==> src/rtl/irq_pkg.sv <==
package irq_pkg;

  // Source sensitivity as selected per bit by src_mode_i
  typedef enum logic {
    SENSE_LEVEL = 1'b0,
    SENSE_EDGE  = 1'b1
  } sense_e;

  // Group numbering, also the upper field of the vector code
  typedef enum logic [1:0] {
    GRP_TIMER  = 2'd0,
    GRP_EDGE   = 2'd1,
    GRP_SERIAL = 2'd2
  } grp_e;

  // Index width of a field that must count n items (at least one bit)
  function automatic int idx_w(input int n);
    return (n > 1) ? $clog2(n) : 1;
  endfunction

  // Register map: each group owns a flag/enable pair, flag at the even slot
  function automatic int flag_addr(input int grp);
    return grp * 2;
  endfunction

  function automatic int en_addr(input int grp);
    return grp * 2 + 1;
  endfunction

endpackage

==> src/rtl/irq_src_group.sv <==
module irq_src_group #(
  parameter int W = 8
) (
  input  logic         clk,
  input  logic         rst_n,
  input  logic [W-1:0] req_i,
  input  logic [W-1:0] mode_i,
  input  logic [W-1:0] pol_i,
  input  logic [W-1:0] clr_i,
  input  logic         en_we_i,
  input  logic [W-1:0] en_wdata_i,
  output logic [W-1:0] flag_o,
  output logic [W-1:0] en_o,
  output logic [W-1:0] set_o,
  output logic [W-1:0] pend_o
);
  import irq_pkg::*;

  logic [W-1:0] sync1_q, sync2_q, prev_q;
  logic [W-1:0] flag_q, en_q;
  logic [W-1:0] set_w, flag_d;

  // Per-bit source event: level sources fire while low, edge sources on a
  // change into the chosen polarity
  function automatic logic [W-1:0] detect(input logic [W-1:0] cur,
                                          input logic [W-1:0] prev,
                                          input logic [W-1:0] mode,
                                          input logic [W-1:0] pol);
    logic [W-1:0] r;
    for (int b = 0; b < W; b++) begin
      if (sense_e'(mode[b]) == SENSE_EDGE)
        r[b] = (cur[b] == pol[b]) && (prev[b] != pol[b]);
      else
        r[b] = ~cur[b];
    end
    return r;
  endfunction

  // Set dominates a same-cycle clear
  function automatic logic [W-1:0] next_flag(input logic [W-1:0] flag,
                                             input logic [W-1:0] set,
                                             input logic [W-1:0] clr);
    return set | (flag & ~clr);
  endfunction

  always_ff @(posedge clk) begin
    if (!rst_n) begin
      sync1_q <= '1;
      sync2_q <= '1;
      prev_q  <= '1;
    end else begin
      sync1_q <= req_i;
      sync2_q <= sync1_q;
      prev_q  <= sync2_q;
    end
  end

  assign set_w  = detect(sync2_q, prev_q, mode_i, pol_i);
  assign flag_d = next_flag(flag_q, set_w, clr_i);

  always_ff @(posedge clk) begin
    if (!rst_n) begin
      flag_q <= '0;
      en_q   <= '0;
    end else begin
      flag_q <= flag_d;
      if (en_we_i) en_q <= en_wdata_i;
    end
  end

  assign flag_o = flag_q;
  assign en_o   = en_q;
  assign set_o  = set_w;
  assign pend_o = flag_q & en_q;

endmodule

==> src/rtl/irq_prio_enc.sv <==
module irq_prio_enc #(
  parameter int GROUPS  = 3,
  parameter int GROUP_W = 8
) (
  input  logic [GROUPS*GROUP_W-1:0] pend_i,
  output logic                      any_o,
  output logic [irq_pkg::idx_w(GROUPS)+irq_pkg::idx_w(GROUP_W)-1:0] vec_o
);
  localparam int N  = GROUPS * GROUP_W;
  localparam int GW = irq_pkg::idx_w(GROUPS);
  localparam int BW = irq_pkg::idx_w(GROUP_W);

  // Flat index of the highest set bit; higher group sits at higher index
  function automatic int top_idx(input logic [N-1:0] v);
    int r;
    r = 0;
    for (int i = 0; i < N; i++)
      if (v[i]) r = i;
    return r;
  endfunction

  int top_w;

  assign any_o = |pend_i;
  assign top_w = top_idx(pend_i);
  assign vec_o = any_o ? {GW'(top_w / GROUP_W), BW'(top_w % GROUP_W)} : '0;

endmodule

==> src/rtl/irq_run_ctl.sv <==
module irq_run_ctl (
  input  logic clk,
  input  logic rst_n,
  input  logic wai_i,
  input  logic emu_i,
  input  logic wake_i,
  output logic run_o
);
  logic run_q;

  always_ff @(posedge clk) begin
    if (!rst_n)              run_q <= 1'b1;
    else if (wake_i)         run_q <= 1'b1;
    else if (wai_i && !emu_i) run_q <= 1'b0;
  end

  assign run_o = run_q;

endmodule

==> src/rtl/irq_prio_ctrl.sv <==
module irq_prio_ctrl #(
  parameter int GROUPS  = 3,
  parameter int GROUP_W = 8
) (
  input  logic                      clk,
  input  logic                      rst_n,
  input  logic [GROUPS*GROUP_W-1:0] src_req_i,
  input  logic [GROUPS*GROUP_W-1:0] src_mode_i,
  input  logic [GROUPS*GROUP_W-1:0] src_pol_i,
  input  logic [irq_pkg::idx_w(2*GROUPS)-1:0] bus_addr_i,
  input  logic                      bus_wr_i,
  input  logic [GROUP_W-1:0]        bus_wdata_i,
  output logic [GROUP_W-1:0]        bus_rdata_o,
  input  logic                      irq_mask_i,
  input  logic                      wai_i,
  input  logic                      emu_mode_i,
  output logic                      irq_o,
  output logic [irq_pkg::idx_w(GROUPS)+irq_pkg::idx_w(GROUP_W)-1:0] irq_vec_o,
  output logic                      run_o
);
  localparam int N      = GROUPS * GROUP_W;
  localparam int ADDR_W = irq_pkg::idx_w(2 * GROUPS);
  localparam int VEC_W  = irq_pkg::idx_w(GROUPS) + irq_pkg::idx_w(GROUP_W);

  // Named internal events, also observed by the bound checker
  logic [N-1:0]     flag_all, en_all, set_all, clr_all, pend_all;
  logic             pend_any;
  logic [VEC_W-1:0] enc_vec;

  for (genvar g = 0; g < GROUPS; g++) begin : g_grp
    localparam logic [ADDR_W-1:0] FLAG_A = ADDR_W'(irq_pkg::flag_addr(g));
    localparam logic [ADDR_W-1:0] EN_A   = ADDR_W'(irq_pkg::en_addr(g));

    logic wr_flag, wr_en;
    assign wr_flag = bus_wr_i && (bus_addr_i == FLAG_A);
    assign wr_en   = bus_wr_i && (bus_addr_i == EN_A);
    assign clr_all[g*GROUP_W +: GROUP_W] = wr_flag ? bus_wdata_i : '0;

    irq_src_group #(.W(GROUP_W)) u_grp (
      .clk        (clk),
      .rst_n      (rst_n),
      .req_i      (src_req_i [g*GROUP_W +: GROUP_W]),
      .mode_i     (src_mode_i[g*GROUP_W +: GROUP_W]),
      .pol_i      (src_pol_i [g*GROUP_W +: GROUP_W]),
      .clr_i      (clr_all   [g*GROUP_W +: GROUP_W]),
      .en_we_i    (wr_en),
      .en_wdata_i (bus_wdata_i),
      .flag_o     (flag_all  [g*GROUP_W +: GROUP_W]),
      .en_o       (en_all    [g*GROUP_W +: GROUP_W]),
      .set_o      (set_all   [g*GROUP_W +: GROUP_W]),
      .pend_o     (pend_all  [g*GROUP_W +: GROUP_W])
    );
  end

  // Combinational register read; unmapped addresses return zero
  always_comb begin
    bus_rdata_o = '0;
    for (int g = 0; g < GROUPS; g++) begin
      if (bus_addr_i == ADDR_W'(irq_pkg::flag_addr(g)))
        bus_rdata_o = flag_all[g*GROUP_W +: GROUP_W];
      if (bus_addr_i == ADDR_W'(irq_pkg::en_addr(g)))
        bus_rdata_o = en_all[g*GROUP_W +: GROUP_W];
    end
  end

  irq_prio_enc #(.GROUPS(GROUPS), .GROUP_W(GROUP_W)) u_enc (
    .pend_i (pend_all),
    .any_o  (pend_any),
    .vec_o  (enc_vec)
  );

  assign irq_o     = pend_any & ~irq_mask_i;
  assign irq_vec_o = irq_o ? enc_vec : '0;

  irq_run_ctl u_run (
    .clk    (clk),
    .rst_n  (rst_n),
    .wai_i  (wai_i),
    .emu_i  (emu_mode_i),
    .wake_i (pend_any),
    .run_o  (run_o)
  );

endmodule

==> config.mk <==
export PLATFORM = sky130hd
export DESIGN_NAME = irq_prio_ctrl
export DESIGN_NICKNAME = d
export VERILOG_FILES = /design/src/rtl/irq_pkg.sv /design/src/rtl/irq_src_group.sv /design/src/rtl/irq_prio_enc.sv /design/src/rtl/irq_run_ctl.sv /design/src/rtl/irq_prio_ctrl.sv
export SDC_FILE = /design/constraint.sdc
export NUM_CORES = 1
export LEC_CHECK = 0
export ABC_CLOCK_PERIOD_IN_PS = 2300
export BUFFER_PORTS_ARGS = -buffer_cell sky130_fd_sc_hd__buf_4
export CELL_PAD_IN_SITES_DETAIL_PLACEMENT = 1
export CELL_PAD_IN_SITES_GLOBAL_PLACEMENT = 1
export CORE_MARGIN = 2
export CORE_UTILIZATION = 44
export CTS_BUF_LIST = sky130_fd_sc_hd__clkbuf_2
export CTS_CLUSTER_SIZE = 14
export DETAILED_ROUTE_END_ITERATION = 8
export GPL_TIMING_DRIVEN = 0
export PLACE_DENSITY = 0.88
export SLEW_MARGIN = 40
export SYNTH_ARGS = -nofsm -noshare
export SYNTH_HDL_FRONTEND = slang
export SYNTH_HIERARCHICAL = 1
export SYNTH_SLANG_ARGS = --single-unit
==> constraint.sdc <==
create_clock -name clk -period 2.3 [get_ports clk]
set_input_delay 0.23 -clock clk [delete_from_list [all_inputs] [get_ports clk]]
set_output_delay 0.23 -clock clk [all_outputs]
set_load 0.1 [all_outputs]
==> flow_metrics.py <==
metrics = {
    "worst_setup_path": {
        "startpoint_type": "flop",
        "worstSetupPathType": "flop to output pin",
        "endpoint_kind": "output pin",
        "cp_max_fo": 3,
        "path_buf_inv": 1,
        "worstPathArrival_ps": 2580,
        "rrSetupSlack_ps": 220,
        "worstPathCellList": "and2_2 > nor2_1 > o31ai_1 > a21boi_0 > o21ai_1 > and2_4 > buf_12",
        "cp.required_ps": 2070,
        "slowest_delay_ps": 430,
        "worst_path_dominant_cell_family": "compound AO/OA/AOI/OAI gates",
        "slowest_stage": "dfxtp_1",
    },
    "status": {
        "status": "complete, but fails checks",
        "violations": "setup timing",
    },
    "sta": {
        "setup_violations": 6,
        "fmax_ghz": 0.356,
        "finalClockSkew_ps": 44.6,
        "hold_violations": 0,
        "drv_slew": 0,
        "fin_crit_sh_pct": 122,
        "rsz0062_at_grt": "yes",
        "slew_headroom_pct": 52.6,
        "hold_slack_ps": 237,
        "tightestPinTransition_ps": 710,
        "fin_crit_ps": 2810,
        "setup_slack_ps": -507,
    },
    "drt": {
        "wl_met2_um": 11300,
        "met1_length_um": 8720,
        "first_pass_iters": 5,
        "final_antenna_net_count": 0,
        "route.met3.wl_um": 1370,
        "wire_per_inst_um": 23.7,
        "wirelength_um": 22400,
        "dr.max_layer_used": "met4",
        "drtIter0Drc": 367,
        "drc": 0,
        "vias": 5364,
        "via_per_inst": 5.67,
    },
    "cells_and_area": {
        "register_area_um2": 2430,
        "area_growth_pct": 49.8,
        "drive_gt1_share_pct": 27.4,
        "final_util_pct": 67.5,
        "multi_input_area_um2": 2920,
        "fill_cells": 1295,
        "nets": 875,
    },
    "floorplan": {
        "start_util_pct": 45.1,
        "die_h_um": 115,
        "ios": 104,
        "row_count": 40,
        "core_um2": 12000,
        "die_w_um": 115,
        "die_area_um2": 13200,
    },
    "clock_tree": {
        "clkSlewWorstSetupHoldPaths_ps": 210,
        "cts_tree": "built",
        "htreeDepth": 4,
        "cts_root_buffer": "clkbuf_2",
        "max-clock-path-buffers": 2,
        "cts.sinks": 121,
        "insertion_delay_ps": 710,
        "numCtsBuffers": 17,
    },
    "yosys": {
        "synth_nets": 626,
        "syn-instance-count": 537,
        "syn-cell-area_um2": 5390,
        "syn-mean-instance-area_um2": 10.0,
        "ys_warn_count": 6,
    },
    "grt": {
        "grt_pass1_vias": 5970,
        "grtUsageTotal_pct": 34.5,
        "overflow": 0,
        "grt_pass1_wl_um": 34000,
        "antenna_found_initial": 1,
        "grt_max_degree": 23,
    },
    "power": {
        "leakagePower_nw": 3.32,
        "pwr_density_cell_nw_per_um2": 567,
        "peakVddDrop_v": 0.000378,
    },
    "placed_design": {
        "gp_congestion": 0.844,
        "io_buffers": 102,
        "hpwl_um": 10900,
    },
    "hold_path": {
        "hold_class": "primary input to flop",
    },
    "run": {
        "maxCapViolations": 0,
    },
}
through the flow:
step / power [mW] / TNS (ps) / instance area, um^2 / instances / setup slack [ps]
after global routing: 4.74 / -3510 / 8080 / 946 / -587
after detailed placement: 2.83 / 0 / 6350 / 786 / 96.1
after CTS: 4.45 / -2260 / 7960 / 941 / -384
after floorplan: 2.59 / 0 / 5410 / 537 / 32.0
final: 4.58 / -2470 / 8080 / 946 / -507
after global placement: 2.80 / 0 / 6350 / 786 / 124
what timing repair did:
item / CTS / global route
pin swaps: 4 / 5
endpoints found under the setup margin: 6 / 13
hold endpoints to repair: 79 / 0
hold buffers: 114 / 0
resized for setup: 42 / 24
setup buffers: 10 / 5
gates cloned: 0 / 0
per-layer routing:
metal  GRT usage, %  vias to the layer above
li1               -                     2360
met1           39.0                     2636
met2           61.0                      292
met3           7.73                       76
met4           17.0                        0
met5              0                        -
area by class of cell:
type	instances	area share, %
diodes	1	0.0310
plain buffers	18	1.63
clock buffers	19	1.18
clock inverters	12	1.94
inverters	9	0.418
multi-input cells	389	36.1
flip-flops and latches	121	30.1
well taps	147	2.28
repair buffers	230	26.3
tightest hold or removal path, cell delays in order:
cell	delay, ps
dlygate4sd3_1	520
buf_4	90
nand2b_1	80
final timing paths:
check | cells after the start | end | start
min reg2reg | 1 | g_grp[2].u_grp/sync2_q[6]$_SDFF_PN1_ | g_grp[2].u_grp/sync1_q[6]$_SDFF_PN1_
min | 3 | g_grp[0].u_grp/sync1_q[3]$_SDFF_PN1_ | src_req_i[3]
max reg2reg | 5 | g_grp[0].u_grp/flag_o[0]$_SDFF_PN0_ | g_grp[0].u_grp/prev_q[0]$_SDFF_PN1_
max | 7 | irq_vec_o[1] | g_grp[1].u_grp/flag_o[7]$_SDFF_PN0_
report_power, final:
part / total [mW] / switching [mW] / internal [mW]
Combinational: 0.790 / 0.393 / 0.397
Clock: 1.54 / 0.842 / 0.698
Sequential: 2.25 / 0.0644 / 2.19
registers in the layout (all words and copies together), names as in the netlist:
register	count
g_grp.u_grp/en_o	24
g_grp.u_grp/flag_o	24
g_grp.u_grp/prev_q	24
g_grp.u_grp/sync1_q	24
g_grp.u_grp/sync2_q	24
u_run/run_o	1
placed cells by master, fill, tap and decap left out, types with 4 or more instances in the layout:
| master | n |
|---|---|
| a31oi_1 | 18 |
| clkinv_2 | 5 |
| o21a_1 | 8 |
| dfxtp_2 | 9 |
| buf_4 | 107 |
| a31oi_2 | 6 |
| buf_6 | 10 |
| nor2_1 | 36 |
| nand4b_1 | 24 |
| dfxtp_1 | 112 |
| buf_2 | 9 |
| and2_2 | 4 |
| a21o_1 | 24 |
| mux2i_1 | 47 |
| inv_1 | 6 |
| a21oi_1 | 4 |
| buf_12 | 7 |
| and2_4 | 10 |
| bufinv_16 | 4 |
| nand2b_1 | 113 |
| or2b_1 | 12 |
| clkbuf_2 | 19 |
| dlygate4sd3_1 | 113 |
| and2_1 | 39 |
| nand2_1 | 4 |
| a221oi_2 | 6 |
| nor2_2 | 4 |
Note: power is estimated with default switching activity, not from simulation.
